File: config.mk
export PLATFORM = sky130hd
export DESIGN_NAME = pll_reprog_seq
export DESIGN_NICKNAME = d
export VERILOG_FILES = /design/src/rtl/pll_seq_pkg.sv /design/src/rtl/pll_gain_sel.sv /design/src/rtl/pll_wr_data.sv /design/src/rtl/pll_lock_poll.sv /design/src/rtl/pll_reprog_seq.sv
export SDC_FILE = /design/constraint.sdc
export NUM_CORES = 1
export LEC_CHECK = 0
export ABC_AREA = 1
export BUFFER_PORTS_ARGS = -buffer_cell sky130_fd_sc_hd__buf_2
export CELL_PAD_IN_SITES_DETAIL_PLACEMENT = 0
export CELL_PAD_IN_SITES_GLOBAL_PLACEMENT = 1
export CORE_MARGIN = 1.5
export CORE_UTILIZATION = 50
export CTS_CLUSTER_DIAMETER = 80
export CTS_CLUSTER_SIZE = 8
export DETAILED_ROUTE_END_ITERATION = 6
export PLACE_DENSITY = 0.95
export SLEW_MARGIN = 20
export SYNTH_ARGS = -nofsm -noshare
export SYNTH_HDL_FRONTEND = slang
export SYNTH_HIERARCHICAL = 1
export SYNTH_SLANG_ARGS = --single-unit
File: constraint.sdc
create_clock -name clk_i -period 99.6 [get_ports clk_i]
set_input_delay 14.94 -clock clk_i [delete_from_list [all_inputs] [get_ports clk_i]]
set_output_delay 14.94 -clock clk_i [all_outputs]
set_load 0.005 [all_outputs]
File: src/rtl/pll_seq_pkg.sv
package pll_seq_pkg;

  typedef enum logic [3:0] {
    W_PWR     = 4'd0,
    W_RST_ON  = 4'd1,
    W_MODE    = 4'd2,
    W_VCO_HI  = 4'd3,
    W_VCO_LO  = 4'd4,
    W_NINT    = 4'd5,
    W_NFRAC   = 4'd6,
    W_PDIV    = 4'd7,
    W_GAIN    = 4'd8,
    W_RST_OFF = 4'd9
  } wr_step_e;

  typedef enum logic [1:0] {
    E_NONE = 2'd0,
    E_RATE = 2'd1,
    E_KP   = 2'd2,
    E_LOCK = 2'd3
  } err_e;

  typedef enum logic [1:0] {
    ROW_MID = 2'd0,
    ROW_HI  = 2'd1,
    ROW_HH  = 2'd2
  } kp_row_e;

  localparam logic [63:0] VCO_MIN   = 64'd700_000_000;
  localparam logic [63:0] VCO_BAND  = 64'd1_200_000_000;
  localparam logic [63:0] VCO_HI    = 64'd2_200_000_000;
  localparam logic [63:0] VCO_HH    = 64'd3_100_000_000;
  localparam logic [63:0] VCO_LIM   = 64'd4_000_000_000;

  localparam int BIT_BAND_LO = 30;
  localparam int BIT_BAND_HI = 19;
  localparam int NUM_COLS    = 8;
  localparam logic [2:0] USER_MODE = 3'd7;

  function automatic logic [63:0] ref_edge(input int idx);
    case (idx)
      0:       ref_edge = 64'd10_000_000;
      1:       ref_edge = 64'd12_500_000;
      2:       ref_edge = 64'd15_000_000;
      3:       ref_edge = 64'd20_000_000;
      4:       ref_edge = 64'd25_000_000;
      5:       ref_edge = 64'd50_000_000;
      6:       ref_edge = 64'd75_000_000;
      7:       ref_edge = 64'd100_000_000;
      default: ref_edge = 64'd125_000_000;
    endcase
  endfunction

  function automatic logic [3:0] kp_lut(input kp_row_e row, input logic [2:0] col);
    case (row)
      ROW_MID: case (col)
        3'd0: kp_lut = 4'd5;  3'd1: kp_lut = 4'd6;  3'd2: kp_lut = 4'd6;  3'd3: kp_lut = 4'd7;
        3'd4: kp_lut = 4'd7;  3'd5: kp_lut = 4'd8;  3'd6: kp_lut = 4'd9;  default: kp_lut = 4'd10;
      endcase
      ROW_HI: case (col)
        3'd0: kp_lut = 4'd4;  3'd1: kp_lut = 4'd4;  3'd2: kp_lut = 4'd5;  3'd3: kp_lut = 4'd5;
        3'd4: kp_lut = 4'd6;  3'd5: kp_lut = 4'd7;  3'd6: kp_lut = 4'd8;  default: kp_lut = 4'd9;
      endcase
      default: case (col)
        3'd0: kp_lut = 4'd4;  3'd1: kp_lut = 4'd5;  3'd2: kp_lut = 4'd5;  3'd3: kp_lut = 4'd6;
        3'd4: kp_lut = 4'd7;  3'd5: kp_lut = 4'd8;  3'd6: kp_lut = 4'd9;  default: kp_lut = 4'd10;
      endcase
    endcase
  endfunction

endpackage

File: src/rtl/pll_gain_sel.sv
module pll_gain_sel
  import pll_seq_pkg::*;
#(
  parameter int RATE_W = 32,
  parameter int PDIV_W = 4
) (
  input  logic [RATE_W-1:0] vco_rate_i,
  input  logic [RATE_W-1:0] parent_rate_i,
  input  logic [PDIV_W-1:0] pdiv_i,
  output logic [3:0]        ki_o,
  output logic [3:0]        kp_o,
  output logic              band_lo_o,
  output logic              band_hi_o,
  output err_e              err_o
);
  localparam int REF_W = RATE_W + 1;

  logic [REF_W-1:0] ref_w;
  logic [63:0]      ref64, vco64;
  logic             rate_ok, ref_ok;
  logic [2:0]       col;
  kp_row_e          row;

  // pre-divider of zero acts as a x2 multiplier
  always_comb begin
    if (pdiv_i == '0) ref_w = {parent_rate_i, 1'b0};
    else              ref_w = {1'b0, parent_rate_i} / REF_W'(pdiv_i);
  end

  assign ref64 = 64'(ref_w);
  assign vco64 = 64'(vco_rate_i);

  always_comb begin
    ref_ok = 1'b0;
    col    = '0;
    for (int i = 0; i < NUM_COLS; i++) begin
      if (ref64 >= ref_edge(i) && ref64 < ref_edge(i + 1)) begin
        ref_ok = 1'b1;
        col    = 3'(i);
      end
    end
  end

  assign rate_ok = (vco64 >= VCO_MIN) && (vco64 < VCO_LIM);

  always_comb begin
    if (vco64 < VCO_HI)      row = ROW_MID;
    else if (vco64 < VCO_HH) row = ROW_HI;
    else                     row = ROW_HH;
  end

  assign ki_o      = (vco64 < VCO_HI) ? 4'd4 : 4'd3;
  assign kp_o      = kp_lut(row, col);
  assign band_lo_o = vco64 < VCO_BAND;
  assign band_hi_o = vco64 >= VCO_HI;

  always_comb begin
    if (!rate_ok)     err_o = E_RATE;
    else if (!ref_ok) err_o = E_KP;
    else              err_o = E_NONE;
  end

endmodule

File: src/rtl/pll_wr_data.sv
module pll_wr_data
  import pll_seq_pkg::*;
#(
  parameter int DATA_W      = 32,
  parameter int PDIV_W      = 4,
  parameter int NINT_W      = 10,
  parameter int NFRAC_W     = 20,
  parameter bit RST_ACT_LOW = 1'b1
) (
  input  wr_step_e           step_i,
  input  logic [PDIV_W-1:0]  pdiv_i,
  input  logic [NINT_W-1:0]  nint_i,
  input  logic [NFRAC_W-1:0] nfrac_i,
  input  logic [3:0]         ki_i,
  input  logic [3:0]         kp_i,
  input  logic               band_lo_i,
  input  logic               band_hi_i,
  output logic [DATA_W-1:0]  data_o
);
  localparam logic [1:0] RST_ON_V = RST_ACT_LOW ? 2'b11 : 2'b00;

  always_comb begin
    data_o = '0;
    case (step_i)
      W_PWR:     data_o[0] = 1'b1;  // power on, isolation bit1 left clear
      W_RST_ON:  data_o[1:0] = RST_ON_V;
      W_MODE:    data_o[2:0] = USER_MODE;
      W_VCO_HI:  data_o = '0;
      W_VCO_LO: begin
        data_o[BIT_BAND_LO] = band_lo_i;
        data_o[BIT_BAND_HI] = band_hi_i;
      end
      W_NINT:    data_o[NINT_W-1:0]  = nint_i;
      W_NFRAC:   data_o[NFRAC_W-1:0] = nfrac_i;
      W_PDIV:    data_o[PDIV_W-1:0]  = pdiv_i;
      W_GAIN: begin
        data_o[3:0] = ki_i;
        data_o[7:4] = kp_i;  // [11:8] third gain stays zero
      end
      W_RST_OFF: data_o[1:0] = ~RST_ON_V;
      default:   data_o = '0;
    endcase
  end

endmodule

File: src/rtl/pll_lock_poll.sv
module pll_lock_poll #(
  parameter int MAX_POLLS = 100,
  parameter int POLL_WAIT = 500
) (
  input  logic clk_i,
  input  logic rst_ni,
  input  logic go_i,
  input  logic lock_i,
  output logic locked_o,
  output logic timeout_o
);
  localparam int PC_W = $clog2(MAX_POLLS + 1);
  localparam int WC_W = $clog2(POLL_WAIT + 1);
  localparam logic [PC_W-1:0] LAST_POLL = PC_W'(MAX_POLLS - 1);
  localparam logic [WC_W-1:0] LAST_WAIT = WC_W'(POLL_WAIT - 1);

  logic            active_q, waiting_q, eval;
  logic [PC_W-1:0] poll_q;
  logic [WC_W-1:0] wait_q;

  assign eval      = active_q && !waiting_q;
  assign locked_o  = eval && lock_i;
  assign timeout_o = eval && !lock_i && (poll_q == LAST_POLL);

  always_ff @(posedge clk_i or negedge rst_ni) begin
    if (!rst_ni) begin
      active_q  <= 1'b0;
      waiting_q <= 1'b0;
      poll_q    <= '0;
      wait_q    <= '0;
    end else if (go_i) begin
      active_q  <= 1'b1;
      waiting_q <= 1'b0;
      poll_q    <= '0;
      wait_q    <= '0;
    end else if (active_q) begin
      if (!waiting_q) begin
        if (locked_o || timeout_o) begin
          active_q <= 1'b0;
        end else begin
          waiting_q <= 1'b1;
          wait_q    <= '0;
          poll_q    <= poll_q + 1'b1;
        end
      end else if (wait_q == LAST_WAIT) begin
        waiting_q <= 1'b0;
      end else begin
        wait_q <= wait_q + 1'b1;
      end
    end
  end

endmodule

File: src/rtl/pll_reprog_seq.sv
module pll_reprog_seq
  import pll_seq_pkg::*;
#(
  parameter int RATE_W      = 32,
  parameter int PDIV_W      = 4,
  parameter int NINT_W      = 10,
  parameter int NFRAC_W     = 20,
  parameter int DATA_W      = 32,
  parameter int MAX_POLLS   = 100,
  parameter int POLL_WAIT   = 500,
  parameter bit RST_ACT_LOW = 1'b1
) (
  input  logic               clk_i,
  input  logic               rst_ni,
  input  logic               start_i,
  input  logic [RATE_W-1:0]  vco_rate_i,
  input  logic [RATE_W-1:0]  parent_rate_i,
  input  logic [PDIV_W-1:0]  pdiv_i,
  input  logic [NINT_W-1:0]  ndiv_int_i,
  input  logic [NFRAC_W-1:0] ndiv_frac_i,
  input  logic               lock_i,
  output logic               wr_en_o,
  output logic [3:0]         wr_sel_o,
  output logic [DATA_W-1:0]  wr_data_o,
  output logic               busy_o,
  output logic               done_o,
  output logic               err_o,
  output logic [1:0]         err_code_o
);
  typedef enum logic [1:0] {S_IDLE, S_CALC, S_WR, S_LOCK} state_e;

  state_e             state_q;
  wr_step_e           step_q;
  err_e               code_q, calc_err;
  logic [RATE_W-1:0]  vco_q, par_q;
  logic [PDIV_W-1:0]  pdiv_q;
  logic [NINT_W-1:0]  nint_q;
  logic [NFRAC_W-1:0] nfrac_q;
  logic [3:0]         ki, kp;
  logic               band_lo, band_hi, go, locked, timeout;

  pll_gain_sel #(.RATE_W(RATE_W), .PDIV_W(PDIV_W)) u_gain (
    .vco_rate_i    (vco_q),
    .parent_rate_i (par_q),
    .pdiv_i        (pdiv_q),
    .ki_o          (ki),
    .kp_o          (kp),
    .band_lo_o     (band_lo),
    .band_hi_o     (band_hi),
    .err_o         (calc_err)
  );

  pll_wr_data #(
    .DATA_W(DATA_W), .PDIV_W(PDIV_W), .NINT_W(NINT_W),
    .NFRAC_W(NFRAC_W), .RST_ACT_LOW(RST_ACT_LOW)
  ) u_data (
    .step_i    (step_q),
    .pdiv_i    (pdiv_q),
    .nint_i    (nint_q),
    .nfrac_i   (nfrac_q),
    .ki_i      (ki),
    .kp_i      (kp),
    .band_lo_i (band_lo),
    .band_hi_i (band_hi),
    .data_o    (wr_data_o)
  );

  assign go = (state_q == S_WR) && (step_q == W_RST_OFF);

  pll_lock_poll #(.MAX_POLLS(MAX_POLLS), .POLL_WAIT(POLL_WAIT)) u_poll (
    .clk_i     (clk_i),
    .rst_ni    (rst_ni),
    .go_i      (go),
    .lock_i    (lock_i),
    .locked_o  (locked),
    .timeout_o (timeout)
  );

  always_ff @(posedge clk_i or negedge rst_ni) begin
    if (!rst_ni) begin
      state_q <= S_IDLE;
      step_q  <= W_PWR;
      code_q  <= E_NONE;
      done_o  <= 1'b0;
      err_o   <= 1'b0;
      vco_q   <= '0;
      par_q   <= '0;
      pdiv_q  <= '0;
      nint_q  <= '0;
      nfrac_q <= '0;
    end else begin
      done_o <= 1'b0;
      err_o  <= 1'b0;
      case (state_q)
        S_IDLE: if (start_i) begin
          vco_q   <= vco_rate_i;
          par_q   <= parent_rate_i;
          pdiv_q  <= pdiv_i;
          nint_q  <= ndiv_int_i;
          nfrac_q <= ndiv_frac_i;
          code_q  <= E_NONE;
          state_q <= S_CALC;
        end
        S_CALC: begin
          if (calc_err != E_NONE) begin
            err_o   <= 1'b1;
            code_q  <= calc_err;
            state_q <= S_IDLE;
          end else begin
            step_q  <= W_PWR;
            state_q <= S_WR;
          end
        end
        S_WR: begin
          if (step_q == W_RST_OFF) state_q <= S_LOCK;
          else                     step_q  <= wr_step_e'(step_q + 4'd1);
        end
        default: begin
          if (locked) begin
            done_o  <= 1'b1;
            state_q <= S_IDLE;
          end else if (timeout) begin
            err_o   <= 1'b1;
            code_q  <= E_LOCK;
            state_q <= S_IDLE;
          end
        end
      endcase
    end
  end

  assign busy_o     = state_q != S_IDLE;
  assign wr_en_o    = state_q == S_WR;
  assign wr_sel_o   = step_q;
  assign err_code_o = code_q;

endmodule

==> metrics.cfg <==
[finish]
syn2layout_area_growth_pct=4.83
num-fill-cells=6047
finish.cell_count_without_fillers=5342
layout-drive-gt1-share=0.256
layout.nets=4778
post-route-util=0.533

[global_routing]
globalRouteTotalUtil=0.261
remaining_overflow_grt=0
first_global_vias=26181
grt_first_pass_wirelength_um=132000
grt_antenna_before_repair=2
largest_net_degree_at_the_start_of_global_routing=75

[sta]
max_freq_mhz=14.7
final.min_clock_period_ns=67.97
slew_of_the_pin_with_the_lowest_slew_margin_ns=1.04
timing.slew.headroom=0.302
number_of_pins_exceeding_their_max_slew_limit_in_the_final_report=0
finClkSkew_ns=0.0133
finalCritPeriodShare=0.682
final-setup-viol-count=0
setup_repair_after_global_routing_missed_its_margin=false
totalNegativeSetupSlack_ns=0
timing.hold.ws_ns=0.475
final-hold-violation-count=0

[floorplan]
ios=144
initial_core_utilization=0.509
dieWidth_um=246
row_count=88
floorplan.die_area_mm2=0.0604
die_height_um=246
core_region_area_mm2=0.0579

[hold_path]
worst_hold_path_depth=2
hp-start=err_code_o[0]$_DFFE_PN0P_
worst_hold_path_type=reg -> reg
terminating_pin_of_the_worst_hold_path=err_code_o[0]$_DFFE_PN0P_

[worst_setup_path]
number_of_cell_instances_on_the_worst_register_to_register_path=290
timing.setup.critical_path_class=reg -> out
arrival_time_at_the_worst_endpoint_ns=53.03
highest_cell_delay_on_the_worst_timing_path_ns=0.86
critical_path.startpoint_type=register
cp_max_fo=35
critical_path.reg2reg.startpoint=pdiv_q[0]$_DFFE_PN0P_
timing.critical_path.slowest_stage_cell=sky130_fd_sc_hd__nor3_2
timing.rr.end=wr_sel_o[0]$_DFFE_PN0P_
cp.required_ns=84.66
worst_path_most_repeated_cell=sky130_fd_sc_hd__nand2_1
worst_setup_path_end_kind=primary output
setup.reg_to_reg.worst_slack_ns=47.01

[outcome]
run_status=finished with violations
violations=DRC

[synth]
post_syn_area_per_cell_um2=6.55
postSynthCellCount=4497
yosys_warnings=6
post_synth_instance_area_mm2=0.0295

[routing]
via_count=28409
dr_iter_0_viols=1983
finalWirelength_um=79100
route.detailed.drc=1
via_per_inst=5.32
ant_nets=0
wl_per_cell_um=14.8
drt_pass1_iterations=7

[clock_network]
tritoncts_clock_tree=built
worstSkewPairLatency_ns=0.43
postCtsSetupRepairBufs=0
cts_root_buf=sky130_fd_sc_hd__clkbuf_16
tritoncts_num_sinks=118
numCtsBuffers=17
post_cts_resize_count=0
cts_h_tree_depth=4
clk_pin_slew_ns=0.07
cts.hold.buffers_added=0
clock_path_buffers=2

[place]
place_congestion=0.941
cell_count_after_placement=5307
numPortBuffers=124
dpl.hpwl_um=65300

[flow_run]
max_cap_viol_count=0

-- state kept, by name (all words and copies together) (netlist names) --
register and flops:
done_o 1, err_code_o 2, err_o 1, nfrac_q 20
nint_q 10, par_q 32, pdiv_q 4, state_q 2
u_poll/active_q 1, u_poll/poll_q 7, u_poll/wait_q 9, u_poll/waiting_q 1
vco_q 24, wr_sel_o 4
-- cell usage in the layout, fill, tap and decap left out, types with 11 or more instances in the layout --
master,n
sky130_fd_sc_hd__bufinv_8,15
sky130_fd_sc_hd__nand3b_1,40
sky130_fd_sc_hd__nand2_4,125
sky130_fd_sc_hd__clkinv_2,18
sky130_fd_sc_hd__nand2_8,14
sky130_fd_sc_hd__nand4_2,14
sky130_fd_sc_hd__o211ai_1,14
sky130_fd_sc_hd__mux2_2,70
sky130_fd_sc_hd__nor2_8,17
sky130_fd_sc_hd__nor2_4,71
sky130_fd_sc_hd__clkbuf_16,17
sky130_fd_sc_hd__o21ai_0,134
sky130_fd_sc_hd__nor2_2,96
sky130_fd_sc_hd__nand4_1,166
sky130_fd_sc_hd__o21ai_4,17
sky130_fd_sc_hd__clkinv_1,16
sky130_fd_sc_hd__nand3_2,131
sky130_fd_sc_hd__dfrtp_1,118
sky130_fd_sc_hd__conb_1,13
sky130_fd_sc_hd__nand3_1,371
sky130_fd_sc_hd__ha_1,114
sky130_fd_sc_hd__nand2_1,1007
sky130_fd_sc_hd__nor3_1,50
sky130_fd_sc_hd__nand3_4,60
sky130_fd_sc_hd__nand2_2,143
sky130_fd_sc_hd__inv_1,566
sky130_fd_sc_hd__xnor2_1,28
sky130_fd_sc_hd__o21ai_1,36
sky130_fd_sc_hd__a21oi_1,105
sky130_fd_sc_hd__inv_2,79
sky130_fd_sc_hd__inv_4,15
sky130_fd_sc_hd__buf_2,123
sky130_fd_sc_hd__mux2_4,20
sky130_fd_sc_hd__xor2_1,77
sky130_fd_sc_hd__o21ai_2,23
sky130_fd_sc_hd__or2_2,18
sky130_fd_sc_hd__inv_6,11
sky130_fd_sc_hd__clkinv_4,13
sky130_fd_sc_hd__nor2_1,467
-- metrics by stage --
step	setup slack [ns]	cell area, um2
after detailed placement	32.41	30200
after CTS	31.83	30800
after global placement	32.89	30200
final	31.63	30900
after floorplan	41.27	29500
after global routing	26.26	30900
-- per-layer routing --
layer | track usage | vias up | part of all wire
li1 | - | 14724 | -
met1 | 0.368 | 12984 | 0.48
met4 | 0.0527 | 0 | 0.017
met5 | 0 | - | 0
met2 | 0.436 | 625 | 0.46
met3 | 0.0189 | 76 | 0.043
-- how the worst max path moves through the flow --
stage,start,to,cells after the start
CTS,pdiv_q[0]$_DFFE_PN0P_,wr_data_o[5],292
detailed placement,pdiv_q[0]$_DFFE_PN0P_,wr_data_o[5],288
global route,pdiv_q[0]$_DFFE_PN0P_,wr_data_o[5],288
global placement,pdiv_q[0]$_DFFE_PN0P_,wr_data_o[5],286
floorplan,pdiv_q[0]$_DFFE_PN0P_,wr_data_o[4],308
finish,pdiv_q[0]$_DFFE_PN0P_,wr_data_o[5],291
-- cell type report --
type	instances	area [um2]	share of cell area
clock inverters	15	193	0.00624
inverters	735	3220	0.104
repair buffers	133	711	0.0230
multi-input cells	3557	22400	0.726
flip-flops and latches	118	2950	0.0956
diodes	2	5.00	0.000162
well taps	765	957	0.0310
clock buffers	17	425	0.0138
-- worst max-delay path, delay by kind of cell, from the launching register on --
| kind | cells | cell delay, ns |
|---|---|---|
| adders and majority gates | 27 | 9.25 |
| and+or+nand+nor | 150 | 22.63 |
| DFF | 1 | 0.42 |
| buffers and inverters | 47 | 5.09 |
| AOI/OAI and AO/OA | 67 | 14.98 |
Power is left out: the tool's default activity adds up to more than one toggle a clock period on the data nets, which glitch-free logic cannot reach.
